File: src/rtl/mdio_frame_pkg.sv
package mdio_frame_pkg;
   localparam int OP_W = 2;
   localparam logic [OP_W-1:0] OP_READ = 2'b10;

   typedef enum logic [2:0] {
      S_PRE   = 3'd0,
      S_START = 3'd1,
      S_OP    = 3'd2,
      S_DEV   = 3'd3,
      S_REG   = 3'd4,
      S_TA    = 3'd5,
      S_DATA  = 3'd6
   } frame_state_t;
endpackage

File: src/rtl/mdio_edge_sync.sv
module mdio_edge_sync #(
   parameter int STAGES = 2
) (
   input  logic clk,
   input  logic rst_n,
   input  logic mdc_i,
   input  logic mdio_i,
   output logic rise_o,
   output logic fall_o,
   output logic bit_o
);
   logic [STAGES-1:0] mdc_q;
   logic [STAGES-1:0] dat_q;
   logic              mdc_prev;

   initial begin
      if (STAGES < 2) $error("STAGES must be at least 2");
   end

   always_ff @(posedge clk or negedge rst_n) begin
      if (!rst_n) begin
         mdc_q[0] <= 1'b0;
         dat_q[0] <= 1'b0;
      end else begin
         mdc_q[0] <= mdc_i;
         dat_q[0] <= mdio_i;
      end
   end

   for (genvar g = 1; g < STAGES; g++) begin : g_stage
      always_ff @(posedge clk or negedge rst_n) begin
         if (!rst_n) begin
            mdc_q[g] <= 1'b0;
            dat_q[g] <= 1'b0;
         end else begin
            mdc_q[g] <= mdc_q[g-1];
            dat_q[g] <= dat_q[g-1];
         end
      end
   end

   always_ff @(posedge clk or negedge rst_n) begin
      if (!rst_n) mdc_prev <= 1'b0;
      else        mdc_prev <= mdc_q[STAGES-1];
   end

   assign rise_o = mdc_q[STAGES-1] & ~mdc_prev;
   assign fall_o = ~mdc_q[STAGES-1] & mdc_prev;
   assign bit_o  = dat_q[STAGES-1];
endmodule

File: src/rtl/mdio_frame_fsm.sv
module mdio_frame_fsm
   import mdio_frame_pkg::*;
#(
   parameter int PRE_LEN  = 32,
   parameter int ADDR_W   = 5,
   parameter int DATA_W   = 16,
   parameter int PHY_ADDR = 1
) (
   input  logic              clk,
   input  logic              rst_n,
   input  logic              rise_i,
   input  logic              bit_i,
   input  logic [DATA_W-1:0] rd_data_i,
   output logic [ADDR_W-1:0] reg_addr_o,
   output logic              rd_req_o,
   output logic              wr_stb_o,
   output logic [DATA_W-1:0] wr_data_o,
   output logic              start_warn_o,
   output logic              oe_o,
   output logic              load_o,
   output logic [DATA_W-1:0] load_val_o
);
   localparam int CNT_MAX = (PRE_LEN > DATA_W) ? PRE_LEN : DATA_W;
   localparam int CNT_W   = $clog2(CNT_MAX + 1);

   frame_state_t      state;
   logic [CNT_W-1:0]  cnt;
   logic [OP_W-1:0]   op_q;
   logic [ADDR_W-1:0] dev_q;
   logic [ADDR_W-1:0] reg_q;
   logic [DATA_W-1:0] rx_q;
   logic              present;
   logic              is_read;
   logic              ta_end;

   initial begin
      if (PHY_ADDR < 0 || PHY_ADDR >= (1 << ADDR_W)) $error("PHY_ADDR out of range");
      if (PRE_LEN < 1) $error("PRE_LEN must be positive");
   end

   assign present    = (dev_q == ADDR_W'(PHY_ADDR));
   assign is_read    = (op_q == OP_READ);
   assign ta_end     = rise_i && (state == S_TA) && (cnt == CNT_W'(1));
   assign rd_req_o   = ta_end && is_read && present;
   assign load_o     = ta_end && is_read;
   assign load_val_o = present ? rd_data_i : '1;
   assign reg_addr_o = reg_q;
   assign wr_data_o  = rx_q;

   always_ff @(posedge clk or negedge rst_n) begin
      if (!rst_n) begin
         state        <= S_PRE;
         cnt          <= '0;
         op_q         <= '0;
         dev_q        <= '0;
         reg_q        <= '0;
         rx_q         <= '0;
         oe_o         <= 1'b0;
         wr_stb_o     <= 1'b0;
         start_warn_o <= 1'b0;
      end else begin
         wr_stb_o     <= 1'b0;
         start_warn_o <= 1'b0;
         if (rise_i) begin
            case (state)
               S_PRE: begin
                  if (bit_i) begin
                     if (cnt < CNT_W'(PRE_LEN)) cnt <= cnt + 1'b1;
                  end else if (cnt >= CNT_W'(PRE_LEN)) begin
                     state <= S_START;
                     cnt   <= '0;
                  end else begin
                     cnt <= '0;
                  end
               end
               S_START: begin
                  start_warn_o <= ~bit_i;
                  state        <= S_OP;
                  cnt          <= '0;
               end
               S_OP: begin
                  op_q <= {op_q[OP_W-2:0], bit_i};
                  if (cnt == CNT_W'(OP_W - 1)) begin
                     state <= S_DEV;
                     cnt   <= '0;
                  end else cnt <= cnt + 1'b1;
               end
               S_DEV: begin
                  dev_q <= {dev_q[ADDR_W-2:0], bit_i};
                  if (cnt == CNT_W'(ADDR_W - 1)) begin
                     state <= S_REG;
                     cnt   <= '0;
                  end else cnt <= cnt + 1'b1;
               end
               S_REG: begin
                  reg_q <= {reg_q[ADDR_W-2:0], bit_i};
                  if (cnt == CNT_W'(ADDR_W - 1)) begin
                     state <= S_TA;
                     cnt   <= '0;
                  end else cnt <= cnt + 1'b1;
               end
               S_TA: begin
                  if (cnt == CNT_W'(1)) begin
                     state <= S_DATA;
                     cnt   <= '0;
                     oe_o  <= is_read;
                  end else cnt <= cnt + 1'b1;
               end
               S_DATA: begin
                  if (!oe_o) rx_q <= {rx_q[DATA_W-2:0], bit_i};
                  if (cnt == CNT_W'(DATA_W - 1)) begin
                     state    <= S_PRE;
                     cnt      <= '0;
                     oe_o     <= 1'b0;
                     wr_stb_o <= !oe_o && present;
                  end else cnt <= cnt + 1'b1;
               end
               default: begin
                  state <= S_PRE;
                  cnt   <= '0;
               end
            endcase
         end
      end
   end
endmodule

File: src/rtl/mdio_tx_shift.sv
module mdio_tx_shift #(
   parameter int DATA_W = 16
) (
   input  logic              clk,
   input  logic              rst_n,
   input  logic              load_i,
   input  logic [DATA_W-1:0] load_val_i,
   input  logic              shift_i,
   output logic              mdio_o
);
   logic [DATA_W-1:0] sh_q;

   always_ff @(posedge clk or negedge rst_n) begin
      if (!rst_n) begin
         sh_q   <= '0;
         mdio_o <= 1'b0;
      end else if (load_i) begin
         sh_q   <= load_val_i;
         mdio_o <= 1'b0;
      end else if (shift_i) begin
         mdio_o <= sh_q[DATA_W-1];
         sh_q   <= {sh_q[DATA_W-2:0], 1'b0};
      end
   end
endmodule

File: src/rtl/mdio_frame_slave.sv
module mdio_frame_slave #(
   parameter int SYNC_STAGES = 2,
   parameter int PRE_LEN     = 32,
   parameter int ADDR_W      = 5,
   parameter int DATA_W      = 16,
   parameter int PHY_ADDR    = 1
) (
   input  logic              clk,
   input  logic              rst_n,
   input  logic              mdc_i,
   input  logic              mdio_i,
   output logic              mdio_o,
   output logic              mdio_oe_o,
   output logic [ADDR_W-1:0] reg_addr_o,
   output logic              rd_req_o,
   input  logic [DATA_W-1:0] rd_data_i,
   output logic              wr_stb_o,
   output logic [DATA_W-1:0] wr_data_o,
   output logic              start_warn_o
);
   logic              mdc_rise;
   logic              mdc_fall;
   logic              mdio_bit;
   logic              tx_load;
   logic [DATA_W-1:0] tx_val;

   initial begin
      if (DATA_W < 2 || ADDR_W < 2) $error("field widths too small");
   end

   mdio_edge_sync #(.STAGES(SYNC_STAGES)) u_sync (
      .clk(clk), .rst_n(rst_n), .mdc_i(mdc_i), .mdio_i(mdio_i),
      .rise_o(mdc_rise), .fall_o(mdc_fall), .bit_o(mdio_bit)
   );

   mdio_frame_fsm #(
      .PRE_LEN(PRE_LEN), .ADDR_W(ADDR_W), .DATA_W(DATA_W), .PHY_ADDR(PHY_ADDR)
   ) u_fsm (
      .clk(clk), .rst_n(rst_n), .rise_i(mdc_rise), .bit_i(mdio_bit),
      .rd_data_i(rd_data_i), .reg_addr_o(reg_addr_o), .rd_req_o(rd_req_o),
      .wr_stb_o(wr_stb_o), .wr_data_o(wr_data_o), .start_warn_o(start_warn_o),
      .oe_o(mdio_oe_o), .load_o(tx_load), .load_val_o(tx_val)
   );

   mdio_tx_shift #(.DATA_W(DATA_W)) u_tx (
      .clk(clk), .rst_n(rst_n), .load_i(tx_load), .load_val_i(tx_val),
      .shift_i(mdc_fall & mdio_oe_o), .mdio_o(mdio_o)
   );
endmodule

File: config.mk
export PLATFORM = sky130hd
export DESIGN_NAME = mdio_frame_slave
export DESIGN_NICKNAME = d
export VERILOG_FILES = /design/src/rtl/mdio_frame_pkg.sv /design/src/rtl/mdio_edge_sync.sv /design/src/rtl/mdio_frame_fsm.sv /design/src/rtl/mdio_tx_shift.sv /design/src/rtl/mdio_frame_slave.sv
export SDC_FILE = /design/constraint.sdc
export NUM_CORES = 1
export LEC_CHECK = 0
export ABC_AREA = 1
export ABC_CLOCK_PERIOD_IN_PS = 1700
export CORE_MARGIN = 1
export CORE_UTILIZATION = 30
export CTS_CLUSTER_DIAMETER = 30
export CTS_CLUSTER_SIZE = 20
export DETAILED_ROUTE_END_ITERATION = 10
export PLACE_DENSITY_LB_ADDON = 0.3
export SLEW_MARGIN = 5
export SYNTH_ARGS = -nofsm -noshare
export SYNTH_HDL_FRONTEND = slang
export SYNTH_SLANG_ARGS = --single-unit
File: constraint.sdc
create_clock -name clk -period 1.7 [get_ports clk]
set_input_delay 0.34 -clock clk [delete_from_list [all_inputs] [get_ports clk]]
set_output_delay 0.34 -clock clk [all_outputs]
set_load 0.1 [all_outputs]
# Word level (Yosys, flattened, before mapping)
# Cells that the tools add are included.
dict set report word_totals {
  reg_bits 62
  latchBits 0
  mem_bits_rw 0
  rom_bits 0
  input_bits 20
  output_inout_bits 26
  word_cells 90
  mem_count 0
}
dict set report op_classes {
  n_addsub 1
  n_mul 0
  div 0
  magnitude_cmp 2
  eq_ne 19
  shift 0
  muxes 27
  bitwise_logic 7
  reduce_logical 18
}
# op n
set op_table {}
lappend op_table {{16-bit 2-to-1 mux} 3}
lappend op_table {{6-bit 2-to-1 mux} 5}
lappend op_table {{6-bit one-hot mux with 4 select lines} 1}
lappend op_table {{3-bit 2-to-1 mux} 7}
lappend op_table {{3-bit one-hot mux with 7 select lines} 1}
lappend op_table {{2-bit by 1-bit inequality test with 1-bit output, second input constant} 5}
lappend op_table {{3-bit == test, second input constant} 3}
lappend op_table {{1-bit 2-to-1 mux} 9}
lappend op_table {{2-bit AND reduction} 4}
lappend op_table {{8-bit AND reduction} 1}
lappend op_table {{6-bit by 1-bit adder with 6-bit output, second input constant} 1}
lappend op_table {{3-bit by 2-bit == test with 1-bit output, second input constant} 2}
lappend op_table {{6-bit by 1-bit == test with 1-bit output, second input constant} 1}
lappend op_table {{6-bit by 3-bit == test with 1-bit output, second input constant} 1}
lappend op_table {{6-bit by 4-bit == test with 1-bit output, second input constant} 1}
lappend op_table {{6-bit greater-or-equal comparator, second input constant} 1}
lappend op_table {{6-bit less-than comparator, second input constant} 1}
lappend op_table {{5-bit by 1-bit == test with 1-bit output, second input constant} 1}
lappend op_table {{1-bit logical AND} 5}
lappend op_table {{2-bit inequality test, second input constant} 2}
lappend op_table {{1-bit NOT} 4}
lappend op_table {{4-bit AND reduction} 1}
lappend op_table {{2-bit nonzero test} 2}
lappend op_table {{2-bit OR reduction} 2}
lappend op_table {{other kinds (8)} 10}

# Depth between registers and ports, before layout
# Gate-level depths: netlist of run 1.
dict set report depth {
  word_depth 6
  ltp_mapped 11
  depth_no_buf 11
}

# By module
# Synthesis of run 1 repeated with hierarchy kept, for this count alone.
dict set report hier_totals {
  cells_unflattened 332
  area_unflattened_um2 3106.7
}
# module n_inst cells_per_inst area_per_inst_um2 seq_area_each_um2
set modules_own_cells {}
lappend modules_own_cells {mdio_frame_fsm 1 230 2165.8 1001.0}
lappend modules_own_cells {mdio_tx_shift 1 91 793.3 425.4}
lappend modules_own_cells {mdio_edge_sync 1 9 140.1 125.1}
lappend modules_own_cells {mdio_frame_slave 1 2 7.5 0.0}

# Worst setup path before layout of run 1
# No wires, ideal clock.
dict set report synth_timing {
  path_type {flip-flop to output port}
  start {reg u_fsm.cnt[1]}
  end {out rd_req_o}
  arrival_ps 2379
  setup_slack_ps -1019
  path_stages_with_launch 8
  cell_sequence {dfrtp_1 > inv_1 > ha_1 > nand2_1 > nor2_2 > nand4_4 > buf_2 > nor2_1}
}
dict set report synth_between {
  elab_chain_cells 4
}
# item line
set synth_lines {}
lappend synth_lines {{start: declaration} mdio_frame_fsm.sv:27} ;# logic [CNT_W-1:0] cnt;
lappend synth_lines {{start signal: assignment} mdio_frame_fsm.sv:68} ;# if (cnt < CNT_W'(PRE_LEN)) cnt <= cnt + 1'b1;
lappend synth_lines {{start signal: assignment} mdio_frame_fsm.sv:86} ;# end else cnt <= cnt + 1'b1;
lappend synth_lines {{start signal: assignment} mdio_frame_fsm.sv:93} ;# end else cnt <= cnt + 1'b1;
lappend synth_lines {{6-bit by 1-bit == test with 1-bit output} mdio_frame_fsm.sv:43} ;# assign ta_end = rise_i && (state == S_TA) && (cnt == CNT_W'(1));
lappend synth_lines {{1-bit logical AND} mdio_frame_fsm.sv:43}
lappend synth_lines {{1-bit logical AND (2 in series)} mdio_frame_fsm.sv:44} ;# assign rd_req_o = ta_end && is_read && present;
lappend synth_lines {{end: declaration} mdio_frame_slave.sv:15} ;# output logic rd_req_o,
# No other way between the ends.

# Final worst setup path of run 1
# Same ends and word-level chain as after synthesis.

==> impl_metrics.env, run 1 <==
export IMPL_synthDistinctLibCells=29
export IMPL_routabilityCongestion=0.885
export IMPL_multi_input_area_sq_um=1290
export IMPL_synthTopCellsByCount="nand2_1 (131), dfrtp_1 (62), inv_1 (54)"
export IMPL_drive_gt1_frac=0.238
export IMPL_grt_ovfl_total=0
export IMPL_period_minus_slack_ps=1870
export IMPL_rsz0062_at_grt="true"
export IMPL_relSlewSlack=0.765
export IMPL_initialDrtViolationCount=181
export IMPL_async_flop_share=1.00
export IMPL_grt_max_degree=63
export IMPL_yosysTopAreaCellShare=0.506
export IMPL_critPathKind="register to primary output"
export IMPL_grt_pass1_vias=2504
export IMPL_cts_buffers=9
export IMPL_crit_chain="inv_2 > ha_4 > nand2_4 > nor2_4 > nand4_4 > nor2_4 > buf_12"
export IMPL_setup_viol=1
export IMPL_postSynthCellCount=384
export IMPL_cts_sinks=62
export IMPL_cpMaxStageDelayCell="dfrtp_1"
export IMPL_dpl_cell_count=566
export IMPL_vias=2645
export IMPL_antenna_found_initial=0
export IMPL_rows=36
export IMPL_yosysMostFrequentCell="nand2_1"
export IMPL_outcome="finished, violations left"
export IMPL_die_h_microns=103
export IMPL_place_hpwl_mm=4.82
export IMPL_start_util=0.312
export IMPL_powerDensity_nw_per_um2=694
export IMPL_synth_edf_count=0
export IMPL_grt_pass1_wl_mm=11.6
export IMPL_post_route_period_util=1.10
export IMPL_fin_area_sq_um=4400
export IMPL_coreArea_sq_um=9820
export IMPL_violations="negative setup slack"
export IMPL_synth_seq_cells=62
export IMPL_die_x_microns=103
export IMPL_clk_pin_slew_ps=70
export IMPL_clk_path_buf_depth=2
export IMPL_synthTopCellsByArea="dfrtp_1 (51%), nand2_1 (16%), inv_1 (6.6%)"
export IMPL_yosys_most_used_dff="dfrtp_1"
export IMPL_end_kind="primary output"
export IMPL_insertion_delay_ps=340
export IMPL_slew_violations=0
export IMPL_avgSynthCellArea_sq_um=7.98
export IMPL_worstPathMaxFanout=2
export IMPL_portBuffers=45
export IMPL_path_common_cell="nor2_4"
export IMPL_fin_tns_setup_ps=-165
export IMPL_fin_ws_ps=-165
export IMPL_fillers=978
export IMPL_hold_viol_final=0
export IMPL_drt_total_wl_mm=7.04
export IMPL_cap_violations=0
export IMPL_leakage_nw=2.23
export IMPL_max_stage_delay_ps=410
export IMPL_layout_nets=481
export IMPL_seq_area_frac_synth=0.506
export IMPL_die_area_sq_um=10600
export IMPL_grtUsageTotal=0.143
export IMPL_crit_required_ps=1360
export IMPL_syn_nets=407
export IMPL_ant_nets=0
export IMPL_drc=0
export IMPL_seqCellArea_sq_um=1560
export IMPL_final_cell_count_no_fill=596
export IMPL_worst_pin_slew_ps=351
export IMPL_diodes=0
export IMPL_viasPerCell=4.44
export IMPL_area_delta_synth_final_pct=43.5
export IMPL_fmax_ghz=0.536
export IMPL_hold_path_class="register to register"
export IMPL_dpl_instance_area_sq_um=4020
export IMPL_ir_worst_vdd_uv=373
export IMPL_startpoint_type="register"
export IMPL_clock_skew_ps=10.3
export IMPL_cts_tree="done"
export IMPL_pin_count=46
export IMPL_yosysWarningCount=0
export IMPL_wire_per_inst_microns=11.8
export IMPL_fin_util=0.448
export IMPL_synth_top_area_cell="dfrtp_1"
export IMPL_cp_arrival_ps=1530
export IMPL_synthesis_area_sq_um=3070
export IMPL_root_buffer="clkbuf_8"
export IMPL_first_pass_iters=4
export IMPL_htreeDepth=3
-- cells in the final DEF, fill, tap and decap left out, drive strengths merged, types with 3 or more instances in the layout --
master	instances
nor2	23
buf	57
a21oi	5
clkbuf	10
clkinv	4
nand2	132
nand4	22
inv	58
dfrtp	62
nand3	28
ha	3
clkdlybuf4s50	18
nor3	5
o21ai	29
-- routing by layer --
layer / track usage / vias up / share of wire
li1: - / 1361 / -
met1: 0.179 / 1212 / 0.47
met2: 0.231 / 63 / 0.47
met3: 0.0373 / 9 / 0.051
met4: 0.0704 / 0 / 0.013
met5: 0 / - / 0
-- logic make-up (layout without fill, tap and decap cells) --
logic type,Yosys count,after routing,share of synthesized area
mux,1,1,0.00367
fa+ha+maj,3,3,0.0122
compound gates,35,35,0.0576
flops,62,62,0.506
xor+xnor,1,1,0.00286
simple gates,211,211,0.319
buf+inv,71,150,0.0988
-- registers in the layout, summed over array words and instances (netlist names) --
name                flops
u_fsm.wr_data_o        16
u_tx.sh_q              16
u_fsm.cnt               6
u_fsm.dev_q             5
u_fsm.reg_addr_o        5
u_fsm.state             3
u_fsm.op_q              2
u_sync.mdc_q            2
u_fsm.oe_o              1
u_fsm.start_warn_o      1
u_fsm.wr_stb_o          1
u_sync.bit_o            1
u_sync.dat_q            1
u_sync.mdc_prev         1
u_tx.mdio_o             1
-- final cells by class --
| cell class | instances | area share |
|---|---|---|
| timing repair buffer | 76 | 0.220 |
| inverter | 58 | 0.0501 |
| multi-input combinational | 251 | 0.294 |
| clock inverter | 6 | 0.0165 |
| sequential | 62 | 0.354 |
| tap | 133 | 0.0378 |
| clock buffer | 10 | 0.0290 |
-- critical path: cells and delay by family, from the launching register on --
| kind | cells | cell delay (ps) |
|---|---|---|
| buffers and inverters | 2 | 260 |
| AND/OR/NAND/NOR | 4 | 360 |
| adder cells (fa/ha/maj) | 1 | 140 |
| flip-flops | 1 | 410 |
-- worst paths after layout --
check                                                from  slack, ps  cells after the start                         endpoint
worst max-delay path             u_fsm.cnt[1]$_DFFE_PN0P_       -170                      7                         rd_req_o
worst min-delay path            u_sync.dat_q[0]$_DFF_PN0_        350                      0           u_sync.bit_o$_DFF_PN0_
worst max register to register   u_fsm.cnt[0]$_DFFE_PN0P_         50                     11       u_fsm.state[1]$_DFFE_PN0P_
worst min register to register  u_sync.dat_q[0]$_DFF_PN0_        350                      0           u_sync.bit_o$_DFF_PN0_
max in group asynchronous                           rst_n        860                      3           u_fsm.oe_o$_DFFE_PN0P_
min in group asynchronous                           rst_n        530                      3  u_fsm.reg_addr_o[4]$_DFFE_PN0P_
-- where the power goes --
group	switching (mW)	leakage [nW]	internal [mW]
sequential	0.0158	0.764	1.49
clock	0.606	0.0966	0.687
combinational	0.132	1.36	0.123
-- repair_timing --
| action | CTS | global route |
|---|---|---|
| endpoints found under the setup margin | 1 | 18 |
| setup buffers | 4 | 9 |
| hold buffers | 1 | 0 |
| resized for setup | 8 | 18 |
| pin swaps | 3 | 8 |
| hold endpoints to repair | 1 | 0 |
-- metrics by stage --
step | total power, mW | worst slack, ps | hold WS (ps)
final | 3.05 | -165 | 349
after global routing | 3.19 | -253 | 365
after CTS | 3.06 | -239 | 350
after detailed placement | 1.71 | 99.8 | 335
after global placement | 1.71 | 98.5 | 336
after floorplan | 1.61 | -245 | 44.4
Note: power is estimated with default switching activity, not from simulation.
==> run 2, diff against run 1 <==
--- a/config.mk
+++ b/config.mk
@@ -12,6 +12,7 @@
 export CTS_CLUSTER_DIAMETER = 30
 export CTS_CLUSTER_SIZE = 20
 export DETAILED_ROUTE_END_ITERATION = 10
+export MAX_ROUTING_LAYER = met4
 export PLACE_DENSITY_LB_ADDON = 0.3
 export SLEW_MARGIN = 5
 export SYNTH_ARGS = -nofsm -noshare
==> run 2 against run 1 <==
The run ends with negative hold slack, negative setup slack left. Count of clock-buffer cells in the layout decreased by 1. Sequential share of layout area decreased by 0.11 points. Cell count fell by 0.17%. Clock power up 14%. Final area rose by 0.31%. Critical endpoint unchanged.
==> impl_metrics.env, run 2 (synthesized netlist as in run 1, its figures left out) <==
export IMPL_place_hpwl_mm=4.80
export IMPL_crit_required_ps=1360
export IMPL_viasPerCell=4.44
export IMPL_root_buffer="clkbuf_8"
export IMPL_cts_sinks=62
export IMPL_grt_max_degree=63
export IMPL_leakage_nw=2.24
export IMPL_fin_area_sq_um=4410
export IMPL_vias=2641
export IMPL_cts_tree="done"
export IMPL_cts_buffers=9
export IMPL_area_delta_synth_final_pct=44.0
export IMPL_layout_nets=480
export IMPL_hold_path_class="input pin to asynchronous set/reset pin"
export IMPL_initialDrtViolationCount=181
export IMPL_layout_commonest_cell="nand2_1"
export IMPL_fin_ws_ps=-180
export IMPL_clock_skew_ps=9.51
export IMPL_clk_pin_slew_ps=70
export IMPL_diodes=0
export IMPL_startpoint_type="register"
export IMPL_dpl_instance_area_sq_um=4020
export IMPL_grt_pass1_vias=2495
export IMPL_pin_count=46
export IMPL_drt_total_wl_mm=7.19
export IMPL_worstPathMaxFanout=4
export IMPL_grt_ovfl_total=0
export IMPL_critPathKind="register to primary output"
export IMPL_ff2ff_setup_slack_ps=-20
export IMPL_fmax_ghz=0.532
export IMPL_drc=0
export IMPL_wire_per_inst_microns=12.1
export IMPL_cp_arrival_ps=1540
export IMPL_portBuffers=45
export IMPL_routabilityCongestion=0.910
export IMPL_final_cell_mix="nand2_1 (126), dfrtp_1 (59), inv_1 (48)"
export IMPL_grt_pass1_wl_mm=11.5
export IMPL_ir_worst_vdd_uv=455
export IMPL_whs_ps=-5.59
export IMPL_cap_violations=0
export IMPL_coreArea_sq_um=9820
export IMPL_die_h_microns=103
export IMPL_relSlewSlack=0.771
export IMPL_end_kind="primary output"
export IMPL_fin_util=0.449
export IMPL_antenna_found_initial=0
export IMPL_grtUsageTotal=0.146
export IMPL_rows=36
export IMPL_hold_viol_final=3
export IMPL_htreeDepth=3
export IMPL_clk_path_buf_depth=2
export IMPL_setup_viol=6
export IMPL_ant_nets=0
export IMPL_slew_violations=0
export IMPL_dpl_cell_count=566
export IMPL_insertion_delay_ps=340
export IMPL_period_minus_slack_ps=1880
export IMPL_start_util=0.312
export IMPL_worst_pin_slew_ps=340
export IMPL_die_x_microns=103
export IMPL_first_pass_iters=5
export IMPL_final_cell_count_no_fill=595
export IMPL_powerDensity_nw_per_um2=730
export IMPL_drive_gt1_frac=0.238
export IMPL_outcome="finished, violations left"
export IMPL_violations="negative hold slack, negative setup slack"
export IMPL_die_area_sq_um=10600
export IMPL_post_route_period_util=1.11
export IMPL_rsz0062_at_grt="true"
## run 2: cell type report
cell class	count	area (sq um)
Sequential cell	62	1560
Inverter	58	220
Timing Repair Buffer	75	960
Fill cell	983	5410
Clock buffer	9	124
Clock inverter	7	98.8
Tap cell	133	166
Multi-Input combinational cell	251	1290
## run 2: per-stage QoR
stage          hold slack (ps)  setup slack, ps  setup TNS, ps  total power, mW
2_1_floorplan             44.4             -245           -245             1.61
3_3_place_gp               334              115              0             1.71
3_5_place_dp               335             78.2              0             1.71
4_1_cts                   15.0             -223           -223             3.22
5_1_grt                   18.0             -264          -1370             3.34
6_report                 -5.59             -180           -229             3.22
## run 2: routing by layer
layer,GRT usage,wire length [microns]
met1,0.178,3380
met2,0.230,3410
met3,0.0420,319
met4,0.0531,75
met5,-,0
## run 2: timing repair
| item | in CTS | in global routing |
|---|---|---|
| setup endpoints to repair | 1 | 9 |
| buffers inserted | 6 | 7 |
| pin swaps | 2 | 10 |
| resized for setup | 8 | 18 |
| hold buffers | 0 | 0 |
## run 2: where the power goes
part	switching, mW	internal [mW]	leakage, nW
logic	0.132	0.116	1.37
clock network	0.636	0.830	0.109
registers	0.0153	1.49	0.764
## run 2: final timing paths
check | cells past startpoint | to | from
min in group clk | 0 | u_sync.mdc_q[1]$_DFF_PN0_ | u_sync.mdc_q[0]$_DFF_PN0_
setup / recovery | 6 | rd_req_o | u_fsm.cnt[5]$_DFFE_PN0P_
max in group asynchronous | 2 | u_fsm.oe_o$_DFFE_PN0P_ | rst_n
hold reg to reg | 0 | u_sync.mdc_q[1]$_DFF_PN0_ | u_sync.mdc_q[0]$_DFF_PN0_
hold / removal | 2 | u_fsm.reg_addr_o[4]$_DFFE_PN0P_ | rst_n
setup reg to reg | 13 | u_fsm.cnt[3]$_DFFE_PN0P_ | u_fsm.cnt[0]$_DFFE_PN0P_
## run 2: worst max-delay path, cell delays in order (launching register included)
cell and delay (ps):
dfrtp_2 430, nor2_4 160, inv_2 70, nor2_4 130
nand4_4 100, nor2_4 120, buf_12 180
